File: src/rtl/ptw_pkg.sv
package ptw_pkg;
  typedef enum logic [2:0] {
    ST_IDLE,
    ST_L1_REQ,
    ST_L1_WAIT,
    ST_L2_REQ,
    ST_L2_WAIT,
    ST_DONE,
    ST_FAULT
  } walk_st_t;

  localparam int unsigned PTE_PRESENT_BIT = 0;
  localparam int unsigned PTE_PERM_LSB    = 1;
  localparam int unsigned NUM_LEVELS      = 2;
endpackage

File: src/rtl/ptw_ctrl.sv
module ptw_ctrl
  import ptw_pkg::*;
(
  input  logic     clk,
  input  logic     rst_n,
  input  logic     miss_valid,
  input  logic     req_ready,
  input  logic     rsp_valid,
  input  logic     rsp_present,
  output logic     accept,
  output logic     ld_tbl,
  output logic     ld_leaf,
  output logic     flt_set,
  output logic     flt_lvl2,
  output logic     idle,
  output logic     req_valid,
  output logic     req_lvl2,
  output logic     done_pulse,
  output logic     fault_pulse
);
  walk_st_t st_q, st_d;

  always_comb begin
    st_d = st_q;
    unique case (st_q)
      ST_IDLE:    if (miss_valid) st_d = ST_L1_REQ;
      ST_L1_REQ:  if (req_ready) st_d = ST_L1_WAIT;
      ST_L1_WAIT: if (rsp_valid) st_d = rsp_present ? ST_L2_REQ : ST_FAULT;
      ST_L2_REQ:  if (req_ready) st_d = ST_L2_WAIT;
      ST_L2_WAIT: if (rsp_valid) st_d = rsp_present ? ST_DONE : ST_FAULT;
      ST_DONE:    st_d = ST_IDLE;
      ST_FAULT:   st_d = ST_IDLE;
      default:    st_d = ST_IDLE;
    endcase
  end

  always_ff @(posedge clk) begin
    if (!rst_n) st_q <= ST_IDLE;
    else        st_q <= st_d;
  end

  logic waiting;
  assign waiting     = (st_q == ST_L1_WAIT) || (st_q == ST_L2_WAIT);
  assign idle        = (st_q == ST_IDLE);
  assign accept      = idle && miss_valid;
  assign ld_tbl      = (st_q == ST_L1_WAIT) && rsp_valid && rsp_present;
  assign ld_leaf     = (st_q == ST_L2_WAIT) && rsp_valid && rsp_present;
  assign flt_set     = waiting && rsp_valid && !rsp_present;
  assign flt_lvl2    = (st_q == ST_L2_WAIT);
  assign req_valid   = (st_q == ST_L1_REQ) || (st_q == ST_L2_REQ);
  assign req_lvl2    = (st_q == ST_L2_REQ);
  assign done_pulse  = (st_q == ST_DONE);
  assign fault_pulse = (st_q == ST_FAULT);
endmodule

File: src/rtl/ptw_addr.sv
module ptw_addr
  import ptw_pkg::*;
#(
  parameter int unsigned VA_W  = 32,
  parameter int unsigned PA_W  = 32,
  parameter int unsigned IDX_W = 10,
  parameter int unsigned OFF_W = 12,
  parameter int unsigned PTE_W = 32
) (
  input  logic                  clk,
  input  logic                  rst_n,
  input  logic                  accept,
  input  logic [VA_W-1:0]       va_in,
  input  logic [PA_W-1:0]       base_in,
  input  logic                  ld_tbl,
  input  logic [PA_W-OFF_W-1:0] tbl_ppn,
  input  logic                  lvl2,
  output logic [PA_W-1:0]       req_addr,
  output logic [OFF_W-1:0]      va_off
);
  localparam int unsigned ENT_SH = $clog2(PTE_W / 8);

  logic [VA_W-1:0] va_q;
  logic [PA_W-1:0] base_q;
  logic [PA_W-1:0] tbl_q;
  logic [IDX_W-1:0] idx [NUM_LEVELS];

  genvar lv;
  generate
    for (lv = 0; lv < NUM_LEVELS; lv++) begin : g_idx
      assign idx[lv] = va_q[OFF_W + IDX_W*(NUM_LEVELS-1-lv) +: IDX_W];
    end
  endgenerate

  always_ff @(posedge clk) begin
    if (!rst_n) begin
      va_q   <= '0;
      base_q <= '0;
      tbl_q  <= '0;
    end else begin
      if (accept) begin
        va_q   <= va_in;
        base_q <= base_in;
      end
      if (ld_tbl) tbl_q <= {tbl_ppn, {OFF_W{1'b0}}};
    end
  end

  logic [PA_W-1:0] sel_base;
  logic [PA_W-1:0] sel_ofs;
  assign sel_base = lvl2 ? tbl_q : base_q;
  assign sel_ofs  = PA_W'({(lvl2 ? idx[1] : idx[0]), {ENT_SH{1'b0}}});
  assign req_addr = sel_base + sel_ofs;
  assign va_off   = va_q[OFF_W-1:0];
endmodule

File: src/rtl/ptw_entry.sv
module ptw_entry
  import ptw_pkg::*;
#(
  parameter int unsigned PTE_W  = 32,
  parameter int unsigned PPN_W  = 20,
  parameter int unsigned PERM_W = 3
) (
  input  logic [PTE_W-1:0]  word,
  output logic              present,
  output logic [PPN_W-1:0]  ppn,
  output logic [PERM_W-1:0] perm
);
  assign present = word[PTE_PRESENT_BIT];
  assign ppn     = word[PTE_W-1 -: PPN_W];

  genvar b;
  generate
    for (b = 0; b < PERM_W; b++) begin : g_perm
      assign perm[b] = word[PTE_PERM_LSB + b];
    end
  endgenerate
endmodule

File: src/rtl/ptw_top.sv
module ptw_top
  import ptw_pkg::*;
#(
  parameter int unsigned VA_W   = 32,
  parameter int unsigned PA_W   = 32,
  parameter int unsigned IDX_W  = 10,
  parameter int unsigned OFF_W  = 12,
  parameter int unsigned PTE_W  = 32,
  parameter int unsigned PERM_W = 3,
  localparam int unsigned PPN_W = PA_W - OFF_W
) (
  input  logic              clk,
  input  logic              rst_n,
  input  logic              miss_valid,
  output logic              miss_ready,
  input  logic [VA_W-1:0]   miss_va,
  input  logic [PA_W-1:0]   pt_base,
  output logic              mem_req_valid,
  input  logic              mem_req_ready,
  output logic [PA_W-1:0]   mem_req_addr,
  input  logic              mem_rsp_valid,
  input  logic [PTE_W-1:0]  mem_rsp_data,
  output logic              busy,
  output logic              walk_done,
  output logic              walk_fault,
  output logic              fault_lvl,
  output logic [PPN_W-1:0]  res_ppn,
  output logic [PERM_W-1:0] res_perm,
  output logic [PA_W-1:0]   res_pa
);
  logic accept, ld_tbl, ld_leaf, flt_set, flt_lvl2, idle, req_lvl2;
  logic ent_present;
  logic [PPN_W-1:0]  ent_ppn;
  logic [PERM_W-1:0] ent_perm;
  logic [OFF_W-1:0]  va_off;

  ptw_ctrl u_ctrl (
    .clk(clk), .rst_n(rst_n), .miss_valid(miss_valid),
    .req_ready(mem_req_ready), .rsp_valid(mem_rsp_valid),
    .rsp_present(ent_present), .accept(accept), .ld_tbl(ld_tbl),
    .ld_leaf(ld_leaf), .flt_set(flt_set), .flt_lvl2(flt_lvl2),
    .idle(idle), .req_valid(mem_req_valid), .req_lvl2(req_lvl2),
    .done_pulse(walk_done), .fault_pulse(walk_fault)
  );

  ptw_entry #(.PTE_W(PTE_W), .PPN_W(PPN_W), .PERM_W(PERM_W)) u_entry (
    .word(mem_rsp_data), .present(ent_present), .ppn(ent_ppn), .perm(ent_perm)
  );

  ptw_addr #(.VA_W(VA_W), .PA_W(PA_W), .IDX_W(IDX_W), .OFF_W(OFF_W),
             .PTE_W(PTE_W)) u_addr (
    .clk(clk), .rst_n(rst_n), .accept(accept), .va_in(miss_va),
    .base_in(pt_base), .ld_tbl(ld_tbl), .tbl_ppn(ent_ppn),
    .lvl2(req_lvl2), .req_addr(mem_req_addr), .va_off(va_off)
  );

  always_ff @(posedge clk) begin
    if (!rst_n) begin
      res_ppn   <= '0;
      res_perm  <= '0;
      fault_lvl <= 1'b0;
    end else begin
      if (ld_leaf) begin
        res_ppn  <= ent_ppn;
        res_perm <= ent_perm;
      end
      if (flt_set) fault_lvl <= flt_lvl2;
    end
  end

  assign miss_ready = idle;
  assign busy       = !idle;
  assign res_pa     = {res_ppn, va_off};
endmodule

File: config.mk
export PLATFORM = sky130hd
export DESIGN_NAME = ptw_top
export DESIGN_NICKNAME = d
export VERILOG_FILES = /design/src/rtl/ptw_pkg.sv /design/src/rtl/ptw_ctrl.sv /design/src/rtl/ptw_addr.sv /design/src/rtl/ptw_entry.sv /design/src/rtl/ptw_top.sv
export SDC_FILE = /design/constraint.sdc
export NUM_CORES = 1
export LEC_CHECK = 0
export CELL_PAD_IN_SITES_DETAIL_PLACEMENT = 1
export CELL_PAD_IN_SITES_GLOBAL_PLACEMENT = 2
export CORE_ASPECT_RATIO = 0.8
export CORE_MARGIN = 4
export CORE_UTILIZATION = 25
export CTS_CLUSTER_SIZE = 30
export DETAILED_ROUTE_END_ITERATION = 8
export PLACE_DENSITY_LB_ADDON = 0.1
export RECOVER_POWER = 100
export SLEW_MARGIN = 20
export SYNTH_ARGS = -nofsm -noshare
export SYNTH_HDL_FRONTEND = slang
export SYNTH_HIERARCHICAL = 1
export SYNTH_SLANG_ARGS = --single-unit
File: constraint.sdc
create_clock -name clk -period 4.9 [get_ports clk]
set_clock_uncertainty 0.2 [all_clocks]
set_input_delay 0.98 -clock clk [delete_from_list [all_inputs] [get_ports clk]]
set_output_delay 0.98 -clock clk [all_outputs]
set_load 0.05 [all_outputs]
==> flow_metrics.tcl <==
set metrics [dict create \
    outcome "complete, but fails checks" \
    violations "max-capacitance violations, max-slew violations" \
    wire_per_inst_um 16.8 \
    critPathLaunch "u_ctrl/st_q[2]$_SDFFE_PN0P_" \
    worstSetupEndpointType "output pin" \
    cts_buffers 9 \
    final_core_util_pct 35.8 \
    worstSkewPairLatency_ns 0.35 \
    ys_warn_count 6 \
    syn2layout_area_growth_pct 40.1 \
    max_stage_delay_ns 0.39 \
    seq_area_frac_synth_pct 35.5 \
    die-area_sq_um 27600 \
    synthTopCellsByCount "mux2i_1, nor2b_1, dfxtp_1" \
    yosys-top-cells-area "dfxtp_1, mux2i_1, nor2b_1" \
    grt_pass1_vias 5143 \
    rows 51 \
    antenna_found_initial 1 \
    synth.ff_latch_count 111 \
    timing.final.crit_share_pct 95.6 \
    cp.buffers_inverters 3 \
    crit_top_cell "nor2b_1" \
    die_x_um 185 \
    drt_iter0_markers 143 \
    firstDrtPassIters 4 \
    drc 0 \
    comb_power_share_pct 38.2 \
    detail_route.vias_per_cell 4.40 \
    cts_max_path_buffers 2 \
    period_needed_ns 4.68 \
    tightest_slew_ns 1.80 \
    die_h_um 150 \
    cp_data_arrival_time_ns 3.50 \
    io_buffers 185 \
    finalNetCount 877 \
    cpMaxStageDelayCell "dfxtp_1" \
    sequentialPowerShare_pct 35.5 \
    powerDensity_nw_per_um2 331 \
    synth_most_common_cell "mux2i_1" \
    grt_max_degree 113 \
    synth_edf_count 0 \
    cts_root_buffer "clkbuf_16" \
    crit_type "reg -> out" \
    fin_cells 1087 \
    async_flop_share_pct 0 \
    final_max_slew_viol_count 63 \
    syn_area_sq_um 6260 \
    ant_nets 0 \
    fill_cells 2692 \
    synth_fp_nets 756 \
    via_count 4779 \
    clockPowerShare_pct 26.4 \
    vdd_drop_max_mv 0.200 \
    cts_tree "done" \
    internal_power_w 0.00187 \
    finalSetupViolCount 0 \
    cts.sinks 111 \
    power.switching_w 0.00104 \
    hold_class "reg -> reg" \
    fmax_mhz 214 \
    drt-total-wl_um 18200 \
    grt_pass1_wl_um 29000 \
    start_util_pct 25.5 \
    p_sw_share_pct 35.7 \
    yosys.area.top_type "dfxtp_1" \
    path_max_fanout 11 \
    synth_cells 644 \
    rsz0062_at_grt "no" \
    io-pin-count 194 \
    cp-start-kind "register" \
    placedCellCount 1064 \
    htreeDepth 3 \
    synth_top_area_share_pct 35.5 \
    syn_avg_cell_area_sq_um 9.72 \
    gr-total-overflow 0 \
    cp_top_family "simple AND/OR/NAND/NOR gates" \
    cap_violations 3 \
    synth_cell_types 56 \
    grt.total_usage_pct 13.2 \
    reg2reg_from "u_ctrl/st_q[1]$_SDFFE_PN0P_" \
    min_from "u_addr/base_q[2]$_SDFFE_PN0P_" \
    crit_required_ns 3.72 \
    hold_violations 0 \
    power_leakage_nw 3.26 \
    slew_headroom_pct -19.8 \
    hpwl_um 13200 \
    core_sq_um 24500 \
    gp_congestion 0.690 \
    clk_pin_slew_ns 0.08 \
    ys.flop_type "dfxtp_1" \
    path_cells "nor2b_4 > buf_4 > and2_2 > nor2b_1 > ha_2 > inv_1 > fa_2 > nor2b_1 > o31a_1 > o21ai_4 > a21oi_4 > and4bb_2 > xnor2_4 > buf_12" \
    drive_gt1_share_pct 13.4 \
    antennaDiodeCount 0 \
]
[area by class of cell]
class                           instances  area (sq um)  share of cell area (%)
Clock buffer                            9           225                    2.57
Clock inverter                          6          70.1                   0.799
Inverter                                8          30.0                   0.342
Multi-Input combinational cell        437          3700                    42.2
Sequential cell                       111          2220                    25.3
Tap cell                              318           398                    4.54
Timing Repair Buffer                  198          2120                    24.2
[stage by stage]
step | hold slack, ns | area, sq um | TNS, ns | worst slack, ns | power, W
4_1_cts | 0.320 | 8840 | -0.0684 | -0.0272 | 0.00300
6_report | 0.310 | 8770 | 0 | 0.217 | 0.00290
2_1_floorplan | 0.274 | 6610 | -0.105 | -0.0836 | 0.00180
3_5_place_dp | 0.299 | 8530 | 0 | 0.366 | 0.00220
5_1_grt | 0.348 | 8770 | 0 | 0.00954 | 0.00307
3_3_place_gp | 0.295 | 8530 | 0 | 0.395 | 0.00218
[sequential cells by signal (all words and copies together), names as in the netlist]
| register | cells |
|---|---|
| fault_lvl | 1 |
| u_addr/tbl_q | 20 |
| res_ppn | 20 |
| u_addr/va_q | 32 |
| u_ctrl/st_q | 3 |
| res_perm | 3 |
| u_addr/base_q | 32 |
[what timing repair did]
| item | 4_1_cts | 5_1_grt |
|---|---|---|
| buffers inserted | 0 | 6 |
| gates resized for setup | 1 | 9 |
| endpoints found under the hold margin | 0 | 0 |
| gates cloned | 1 | 1 |
| pin swaps | 1 | 4 |
| hold buffers | 0 | 0 |
| endpoints found under the setup margin | 5 | 20 |
[path summary, 6_finish.rpt]
kind	slack [ns]	cells after the start	endpoint
setup / recovery	0.22	14	mem_req_addr[28]
setup reg to reg	0.91	6	u_addr/va_q[11]$_SDFFE_PN0P_
hold / removal	0.31	2	u_addr/base_q[2]$_SDFFE_PN0P_
hold reg to reg	0.31	2	u_addr/base_q[2]$_SDFFE_PN0P_
[tightest hold or removal path, stage by stage (launching register included)]
cell and delay, ns:
dfxtp_1 0.32, mux2i_1 0.06, nor2b_1 0.09
[metal layers]
| metal | part of all wire, % | global-route usage (%) | up-vias | wire (um) |
|---|---|---|---|---|
| met5 | 0.044 | 0 | - | 8 |
| met4 | 0.90 | 2.75 | 2 | 165 |
| met3 | 4.8 | 3.43 | 14 | 877 |
| met2 | 47 | 21.9 | 94 | 8630 |
| met1 | 47 | 17.4 | 2297 | 8560 |
| li1 | - | - | 2372 | - |
[power by group through the flow]
stage          combinational (W)  clock (W)  sequential [W]
2_1_floorplan           0.000764          0         0.00104
3_3_place_gp             0.00114          0         0.00105
3_5_place_dp             0.00115          0         0.00105
4_1_cts                  0.00116   0.000806         0.00103
5_1_grt                  0.00119   0.000844         0.00104
6_report                 0.00111   0.000765         0.00103
[placed cells by master (no fill, tap or decap), drive strengths merged, types with 2 or more instances in the layout]
| cell type | netlist | layout |
|---|---|---|
| a21oi | 13 | 13 |
| nor2b | 125 | 125 |
| nand4 | 2 | 2 |
| dlygate4sd3 | 0 | 66 |
| nand4b | 2 | 2 |
| nor4b | 3 | 3 |
| xor2 | 15 | 15 |
| nor3 | 3 | 3 |
| buf | 76 | 37 |
| mux2 | 10 | 10 |
| nor2 | 12 | 12 |
| nand3b | 3 | 3 |
| clkinv | 0 | 3 |
| dfxtp | 111 | 111 |
| nand2b | 6 | 6 |
| o21ai | 15 | 15 |
| a31oi | 3 | 3 |
| mux2i | 129 | 129 |
| nand2 | 20 | 20 |
| clkdlybuf4s50 | 0 | 89 |
| and2 | 5 | 7 |
| and3 | 4 | 4 |
| a211oi | 3 | 3 |
| xnor2 | 12 | 12 |
| nand3 | 10 | 10 |
| nor3b | 3 | 3 |
| inv | 8 | 10 |
| clkbuf | 14 | 15 |
| o21bai | 3 | 3 |
| and4bb | 2 | 2 |
| ha | 10 | 10 |
| and4 | 3 | 3 |
| a21o | 4 | 4 |
[kinds of logic after synthesis]
family	after synthesis	share of synthesized area, %
compound gates	52	5.84
xor+xnor	27	3.78
fa+ha+maj	11	2.32
buf+inv	98	10.2
flops	111	35.5
mux	139	22.4
simple gates	206	20.0
Note: power is estimated with default switching activity, not from simulation.
